### src/rtl/te_sync_pkg.sv
package te_sync_pkg;

    typedef enum logic [1:0] {
        TRIG_INTERNAL = 2'b00,
        TRIG_VSYNC    = 2'b01,
        TRIG_LINE     = 2'b10,
        TRIG_LINE_ALT = 2'b11
    } trig_mode_e;

    // Vertical-only mode needs a wider vertical pulse than line-locked mode.
    function automatic int unsigned min_vs_ticks(trig_mode_e m);
        return (m == TRIG_VSYNC) ? 4 : 2;
    endfunction

    function automatic logic is_line_mode(trig_mode_e m);
        return (m == TRIG_LINE) || (m == TRIG_LINE_ALT);
    endfunction

    localparam int unsigned MIN_HS_TICKS = 2;

endpackage

### src/rtl/te_pulse_meter.sv
module te_pulse_meter #(
    parameter int unsigned CW = 6
) (
    input  logic          clk,
    input  logic          rst_n,
    input  logic          active_i,
    output logic          end_o,
    output logic [CW-1:0] width_o
);
    localparam logic [CW-1:0] CNT_MAX = {CW{1'b1}};

    typedef struct packed {
        logic [CW-1:0] cnt;
    } meter_t;

    meter_t st_d, st_q;

    always_comb begin
        st_d = st_q;
        if (active_i) begin
            if (st_q.cnt != CNT_MAX) begin
                st_d.cnt = st_q.cnt + CW'(1);
            end
        end else begin
            st_d.cnt = '0;
        end
    end

    always_ff @(posedge clk or negedge rst_n) begin
        if (!rst_n) begin
            st_q <= '0;
        end else begin
            st_q <= st_d;
        end
    end

    assign end_o   = !active_i && (st_q.cnt != '0);
    assign width_o = st_q.cnt;

    // a long pulse stays pinned at the top of the range
    p_width_sat_r11: assert property (@(posedge clk) disable iff (!rst_n)
        (active_i && st_q.cnt == CNT_MAX) |=> (st_q.cnt == CNT_MAX));

    // after a pulse ends, measurement restarts from zero
    p_width_restart_r4: assert property (@(posedge clk) disable iff (!rst_n)
        end_o |=> (st_q.cnt <= CW'(1)));

endmodule

### src/rtl/te_pulse_classifier.sv
module te_pulse_classifier #(
    parameter int unsigned CW   = 6,
    parameter int unsigned SYNC = 2
) (
    input  logic          clk,
    input  logic          rst_n,
    input  logic          te_i,
    input  logic          vs_pol_i,
    input  logic          hs_pol_i,
    input  logic [CW-1:0] vs_width_i,
    input  logic [CW-1:0] hs_width_i,
    input  logic          enable_i,
    output logic          vs_evt_o,
    output logic          hs_evt_o
);
    localparam int unsigned NCH  = 2;   // channel 0 vertical, 1 horizontal
    localparam int unsigned CH_V = 0;
    localparam int unsigned CH_H = 1;

    typedef struct packed {
        logic [SYNC-1:0] chain;
    } sync_t;

    sync_t sy_d, sy_q;
    logic  lvl;

    generate
        if (SYNC == 1) begin : g_sync_one
            always_comb begin
                sy_d       = sy_q;
                sy_d.chain = te_i;
            end
        end else begin : g_sync_many
            always_comb begin
                sy_d       = sy_q;
                sy_d.chain = {sy_q.chain[SYNC-2:0], te_i};
            end
        end
    endgenerate

    always_ff @(posedge clk or negedge rst_n) begin
        if (!rst_n) begin
            sy_q <= '0;
        end else begin
            sy_q <= sy_d;
        end
    end

    assign lvl = sy_q.chain[SYNC-1];

    logic [NCH-1:0] pol_w;
    logic [NCH-1:0] act_w;
    logic [NCH-1:0] end_w;
    logic [CW-1:0]  width_w [NCH];

    assign pol_w[CH_V] = vs_pol_i;
    assign pol_w[CH_H] = hs_pol_i;

    for (genvar g = 0; g < NCH; g++) begin : g_chan
        assign act_w[g] = (lvl == pol_w[g]);
        te_pulse_meter #(.CW(CW)) u_meter (
            .clk      (clk),
            .rst_n    (rst_n),
            .active_i (act_w[g]),
            .end_o    (end_w[g]),
            .width_o  (width_w[g])
        );
    end

    logic vs_raw, hs_raw;

    always_comb begin
        vs_raw = end_w[CH_V] && (width_w[CH_V] >= vs_width_i);
        // vertical classification wins when both channels end together
        hs_raw = end_w[CH_H] && (width_w[CH_H] >= hs_width_i) && !vs_raw;
    end

    assign vs_evt_o = enable_i && vs_raw;
    assign hs_evt_o = enable_i && hs_raw;

    // a pulse never counts as both kinds of sync
    p_kind_exclusive_r4: assert property (@(posedge clk) disable iff (!rst_n)
        !(vs_evt_o && hs_evt_o));

endmodule

### src/rtl/te_cfg_check.sv
module te_cfg_check
    import te_sync_pkg::*;
#(
    parameter int unsigned CW = 6
) (
    input  trig_mode_e    mode_i,
    input  logic [CW-1:0] vs_width_i,
    input  logic [CW-1:0] hs_width_i,
    output logic          err_o
);
    logic hs_short, vs_short, same_width;

    always_comb begin
        hs_short   = hs_width_i < CW'(MIN_HS_TICKS);
        vs_short   = vs_width_i < CW'(min_vs_ticks(mode_i));
        same_width = vs_width_i == hs_width_i;
        err_o      = (mode_i != TRIG_INTERNAL) && (hs_short || vs_short || same_width);
    end

endmodule

### src/rtl/te_line_gate.sv
module te_line_gate
    import te_sync_pkg::*;
#(
    parameter int unsigned LW = 11
) (
    input  logic          clk,
    input  logic          rst_n,
    input  trig_mode_e    mode_i,
    input  logic [LW-1:0] line_target_i,
    input  logic          start_req_i,
    input  logic          vs_evt_i,
    input  logic          hs_evt_i,
    output logic          trig_o
);
    localparam logic [LW-1:0] LINE_MAX = {LW{1'b1}};

    typedef struct packed {
        logic [LW-1:0] line;
        logic          armed;
        logic          trig;
    } gate_t;

    gate_t st_d, st_q;
    logic  hit, pend, can_step;

    always_comb begin
        st_d      = st_q;
        st_d.trig = 1'b0;
        can_step  = hs_evt_i && !vs_evt_i && (st_q.line != LINE_MAX);

        if (vs_evt_i) begin
            st_d.line = '0;
        end else if (can_step) begin
            st_d.line = st_q.line + LW'(1);
        end

        hit = 1'b0;
        if (mode_i == TRIG_VSYNC) begin
            hit = vs_evt_i;
        end else if (is_line_mode(mode_i)) begin
            hit = (vs_evt_i && (line_target_i == '0)) ||
                  (can_step && (st_q.line + LW'(1) == line_target_i));
        end

        pend = st_q.armed || start_req_i;
        if (mode_i == TRIG_INTERNAL) begin
            st_d.trig  = pend;
            st_d.armed = 1'b0;
        end else if (pend && hit) begin
            st_d.trig  = 1'b1;
            st_d.armed = 1'b0;
        end else begin
            st_d.armed = pend;
        end
    end

    always_ff @(posedge clk or negedge rst_n) begin
        if (!rst_n) begin
            st_q <= '0;
        end else begin
            st_q <= st_d;
        end
    end

    assign trig_o = st_q.trig;

    p_line_clear_r6: assert property (@(posedge clk) disable iff (!rst_n)
        vs_evt_i |=> (st_q.line == '0));

    p_line_step_r6: assert property (@(posedge clk) disable iff (!rst_n)
        (hs_evt_i && !vs_evt_i && st_q.line != LINE_MAX) |=> (st_q.line == $past(st_q.line) + LW'(1)));

    p_line_quiet_r7: assert property (@(posedge clk) disable iff (!rst_n)
        (!hs_evt_i && !vs_evt_i) |=> $stable(st_q.line));

    p_line_sat_r10: assert property (@(posedge clk) disable iff (!rst_n)
        (st_q.line == LINE_MAX && !vs_evt_i) |=> (st_q.line == LINE_MAX));

    p_trig_cause_r8: assert property (@(posedge clk) disable iff (!rst_n)
        st_q.trig |-> $past(st_q.armed || start_req_i));

    p_trig_clears_r8: assert property (@(posedge clk) disable iff (!rst_n)
        st_q.trig |-> !st_q.armed);

endmodule

### src/rtl/te_sync_decoder.sv
module te_sync_decoder
    import te_sync_pkg::*;
#(
    parameter int unsigned WIDTH_BITS  = 6,
    parameter int unsigned LINE_BITS   = 11,
    parameter int unsigned SYNC_STAGES = 2
) (
    input  logic                  clk,
    input  logic                  rst_n,
    input  logic                  te_pin_i,
    input  logic [1:0]            trig_mode_i,
    input  logic                  vs_pol_i,
    input  logic                  hs_pol_i,
    input  logic [WIDTH_BITS-1:0] vs_width_i,
    input  logic [WIDTH_BITS-1:0] hs_width_i,
    input  logic [LINE_BITS-1:0]  line_target_i,
    input  logic                  start_req_i,
    output logic                  trig_o,
    output logic                  cfg_err_o
);
    trig_mode_e mode;
    logic       cfg_err;
    logic       vs_evt, hs_evt;

    assign mode = trig_mode_e'(trig_mode_i);

    te_cfg_check #(.CW(WIDTH_BITS)) u_cfg (
        .mode_i     (mode),
        .vs_width_i (vs_width_i),
        .hs_width_i (hs_width_i),
        .err_o      (cfg_err)
    );

    te_pulse_classifier #(.CW(WIDTH_BITS), .SYNC(SYNC_STAGES)) u_cls (
        .clk        (clk),
        .rst_n      (rst_n),
        .te_i       (te_pin_i),
        .vs_pol_i   (vs_pol_i),
        .hs_pol_i   (hs_pol_i),
        .vs_width_i (vs_width_i),
        .hs_width_i (hs_width_i),
        .enable_i   (!cfg_err),
        .vs_evt_o   (vs_evt),
        .hs_evt_o   (hs_evt)
    );

    te_line_gate #(.LW(LINE_BITS)) u_gate (
        .clk           (clk),
        .rst_n         (rst_n),
        .mode_i        (mode),
        .line_target_i (line_target_i),
        .start_req_i   (start_req_i),
        .vs_evt_i      (vs_evt),
        .hs_evt_i      (hs_evt),
        .trig_o        (trig_o)
    );

    assign cfg_err_o = cfg_err;

    // a bad configuration silences the classifier
    p_err_blocks_r3: assert property (@(posedge clk) disable iff (!rst_n)
        cfg_err |-> (!vs_evt && !hs_evt));

endmodule

### config.mk
export PLATFORM = sky130hd
export DESIGN_NAME = te_sync_decoder
export DESIGN_NICKNAME = d
export VERILOG_FILES = /design/src/rtl/te_sync_pkg.sv /design/src/rtl/te_pulse_meter.sv /design/src/rtl/te_pulse_classifier.sv /design/src/rtl/te_cfg_check.sv /design/src/rtl/te_line_gate.sv /design/src/rtl/te_sync_decoder.sv
export SDC_FILE = /design/constraint.sdc
export NUM_CORES = 1
export LEC_CHECK = 0
export BUFFER_PORTS_ARGS = -buffer_cell sky130_fd_sc_hd__buf_2
export CORE_UTILIZATION = 50
export CTS_BUF_LIST = sky130_fd_sc_hd__clkbuf_16
export CTS_CLUSTER_SIZE = 24
export DETAILED_ROUTE_END_ITERATION = 6
export PLACE_DENSITY = 0.73
export SYNTH_ARGS = -nofsm -noshare
export SYNTH_HDL_FRONTEND = slang
export SYNTH_SLANG_ARGS = --single-unit
### constraint.sdc
create_clock -name clk -period 3.11 [get_ports clk]
set_clock_uncertainty 0.15 [all_clocks]
set_input_delay 0.4665 -clock clk [delete_from_list [all_inputs] [get_ports clk]]
set_output_delay 0.4665 -clock clk [all_outputs]
set_load 0.01 [all_outputs]
==> out/qor.yml <==
placement:
  hpwl_mm: 3.80
  pre_cts_ws_ns: 0.237
  portBuffers: 32
  place_congestion: 0.799
  place_inst: 338
global_routing:
  grt_usage: 0.218
  grt_pass1_vias: 1939
  grt_pass1_wl_mm: 8.63
  antenna_found_initial: 0
  grt_overflow: 0
  grt_max_degree: 28
synthesis:
  synth_common_cells: "dfrtp_1 (27), nor2_1 (21), inv_1 (19), ha_1 (18), nand2_1 (15)"
  synthArstFlopShare: 1.00
  yosysMostFrequentCell: "dfrtp_1"
  synth_edf_count: 0
  syn_inst: 254
  syn_area_um2: 2250
  ys_seq_elements: 27
  synth.distinct_cells: 62
  yosys_warnings: 0
  synth_top_area_share: 0.300
  syn-num-nets: 303
  seq_area_frac_synth: 0.300
  ys.flop_type: "dfrtp_1"
  yosysTopAreaCell: "dfrtp_1"
  syn_area_per_cell_um2: 8.86
  synth.area.top_cells: "dfrtp_1 (30%), ha_1 (10%), xnor2_1 (4.7%)"
critical_path:
  critPathKind: "in2out"
  cp_slowest_cell: "a221oi_2"
  endpoint_kind: "primary output"
  cp_common_cell: "buf_2"
  cp_num_buf_inv: 5
  path_cells: "buf_2, and2b_1, inv_1, ha_1, o21ai_1, a221oi_2, or2_0, inv_2, buf_4, buf_2"
  crit_path_start_kind: "input port"
  max_stage_delay_ns: 0.35
  crit_family: "buffers and inverters"
  crit_fanout: 9
  arrival_ns: 2.19
  required_ns: 2.49
die:
  dieArea_um2: 4770
  io_pins: 33
  start_util: 0.517
  core_area_um2: 4350
  die_h_um: 69.1
  die_x_um: 69.1
  rows: 24
cts:
  clkTransAtPathRegs_ns: 0.06
  cts_sinks: 27
  clkLatencyLatePin_ns: 0.26
  h-tree-depth: 1
  cts_tree: "built"
  cts_hold_buf: 0
  root_buffer: "clkbuf_16"
  numCtsBuffers: 3
  post-cts-setup-buffer-count: 0
  cts_buffer_depth: 2
  cts_resized: 0
sta:
  hold_viol: 0
  final.setup.tns_ns: 0
  setup_violations: 0
  min_period_ns: 2.81
  timing.hold.ws_ns: 0.0674
  rsz0062_at_grt: "false"
  tightest_slew_ns: 0.630
  setup_slack_ns: 0.303
  max_freq_mhz: 356
  drv_slew: 0
  post-route-period-util: 0.903
  slew_headroom: 0.580
min_path:
  hp-class: "in2async"
finish:
  layout-drive-gt1-share: 0.197
  n_fill_cell: 399
  multi_input_area_um2: 1460
  syn2layout_area_growth_pct: 13.7
  antenna_cells: 0
  fin_nets: 340
  seq_area_um2: 676
  layout.cells.non_filler: 342
pwr:
  worst_ir_drop_vdd_v: 0.000246
  p_leak_nw: 1.18
  power_density_nw_per_um2: 401
  total_power_w: 0.00103
detailed_routing:
  wl_per_cell_um: 14.4
  drt-pass1-iter-count: 4
  drt_iter0_markers: 174
  viasPerCell: 5.97
  vias: 2043
  drc: 0
  routed_wl_mm: 4.94
  ant_nets: 0
run:
  maxCapViolations: 0
run_status:
  outcome: "complete, no violations"
flip-flops by register name, indices dropped and copies added (netlist names):
name                          flops
u_cls.g_chan.u_meter.width_o     12
u_gate.st_q                      12
u_cls.sy_q                        2
u_gate.trig_o                     1
through the flow:
stage	area, um^2	util
4_1_cts	2560	0.588
3_3_place_gp	2480	0.570
6_report	2560	0.588
3_5_place_dp	2480	0.570
2_1_floorplan	2250	-
5_1_grt	2560	0.588
cells in the final DEF, fill, tap and decap left out, types with 3 or more instances in the layout:
master,count
a31oi_1,8
xor2_1,10
inv_1,20
nor2_1,21
o211ai_1,6
ha_1,18
nand3_1,11
dfrtp_1,27
nor4_1,6
xnor2_1,12
and3_1,6
o21ai_0,8
buf_2,32
or4_1,4
a211oi_1,4
nor3b_1,3
nand4_1,7
nor3_1,6
clkbuf_16,3
buf_4,5
nand2_1,15
a21oi_1,6
and4_1,4
mux2i_1,3
cells by family after synthesis:
group	share of synthesized area
AOI/OAI and AO/OA	0.183
xor gates and xnor gates	0.0928
adders and majority gates	0.100
buffers and inverters	0.0500
DFF	0.300
muxes	0.0183
and+or+nand+nor	0.256
layout make-up:
type	instances	area share
Sequential cell	27	0.264
Tap cell	52	0.0254
Timing Repair Buffer	37	0.0772
Inverter	21	0.0313
Clock buffer	3	0.0293
Clock inverter	1	0.00147
Multi-Input combinational cell	201	0.571
per-layer routing:
metal | up-vias | track usage | part of all wire
met5 | - | 0 | 0
met4 | 0 | 0.0680 | 0.016
met3 | 7 | 0.0219 | 0.041
met2 | 67 | 0.359 | 0.47
met1 | 957 | 0.301 | 0.47
li1 | 1012 | - | -
final timing paths:
kind,startpoint,endpoint,slack (ns),cells after the start
max,trig_mode_i[1],cfg_err_o,0.30,10
max reg2reg,u_cls.g_chan[1].u_meter.width_o[0],u_gate.st_q[2],0.53,8
max in group asynchronous,rst_n,u_gate.st_q[4],2.33,1
min reg2reg,u_cls.sy_q[0],u_cls.sy_q[1],0.21,0
min,rst_n,u_cls.g_chan[1].u_meter.width_o[3],0.07,1
min in group clk,te_pin_i,u_cls.sy_q[0],0.16,1
where the power goes:
part           switching (W)  total [W]  internal (W)
clock               0.000116   0.000288      0.000172
combinational       0.000149   0.000291      0.000142
sequential         0.0000552   0.000447      0.000392
worst register-to-register path, stage by stage, from the launching register on:
cell      delay [ns]
dfrtp_1         0.40
inv_1           0.12
ha_1            0.18
or4b_2          0.58
o221ai_1        0.31
a21oi_2         0.13
and2_1          0.23
o21ai_0         0.22
mux2_2          0.20
(Power assumes the default switching activity.)
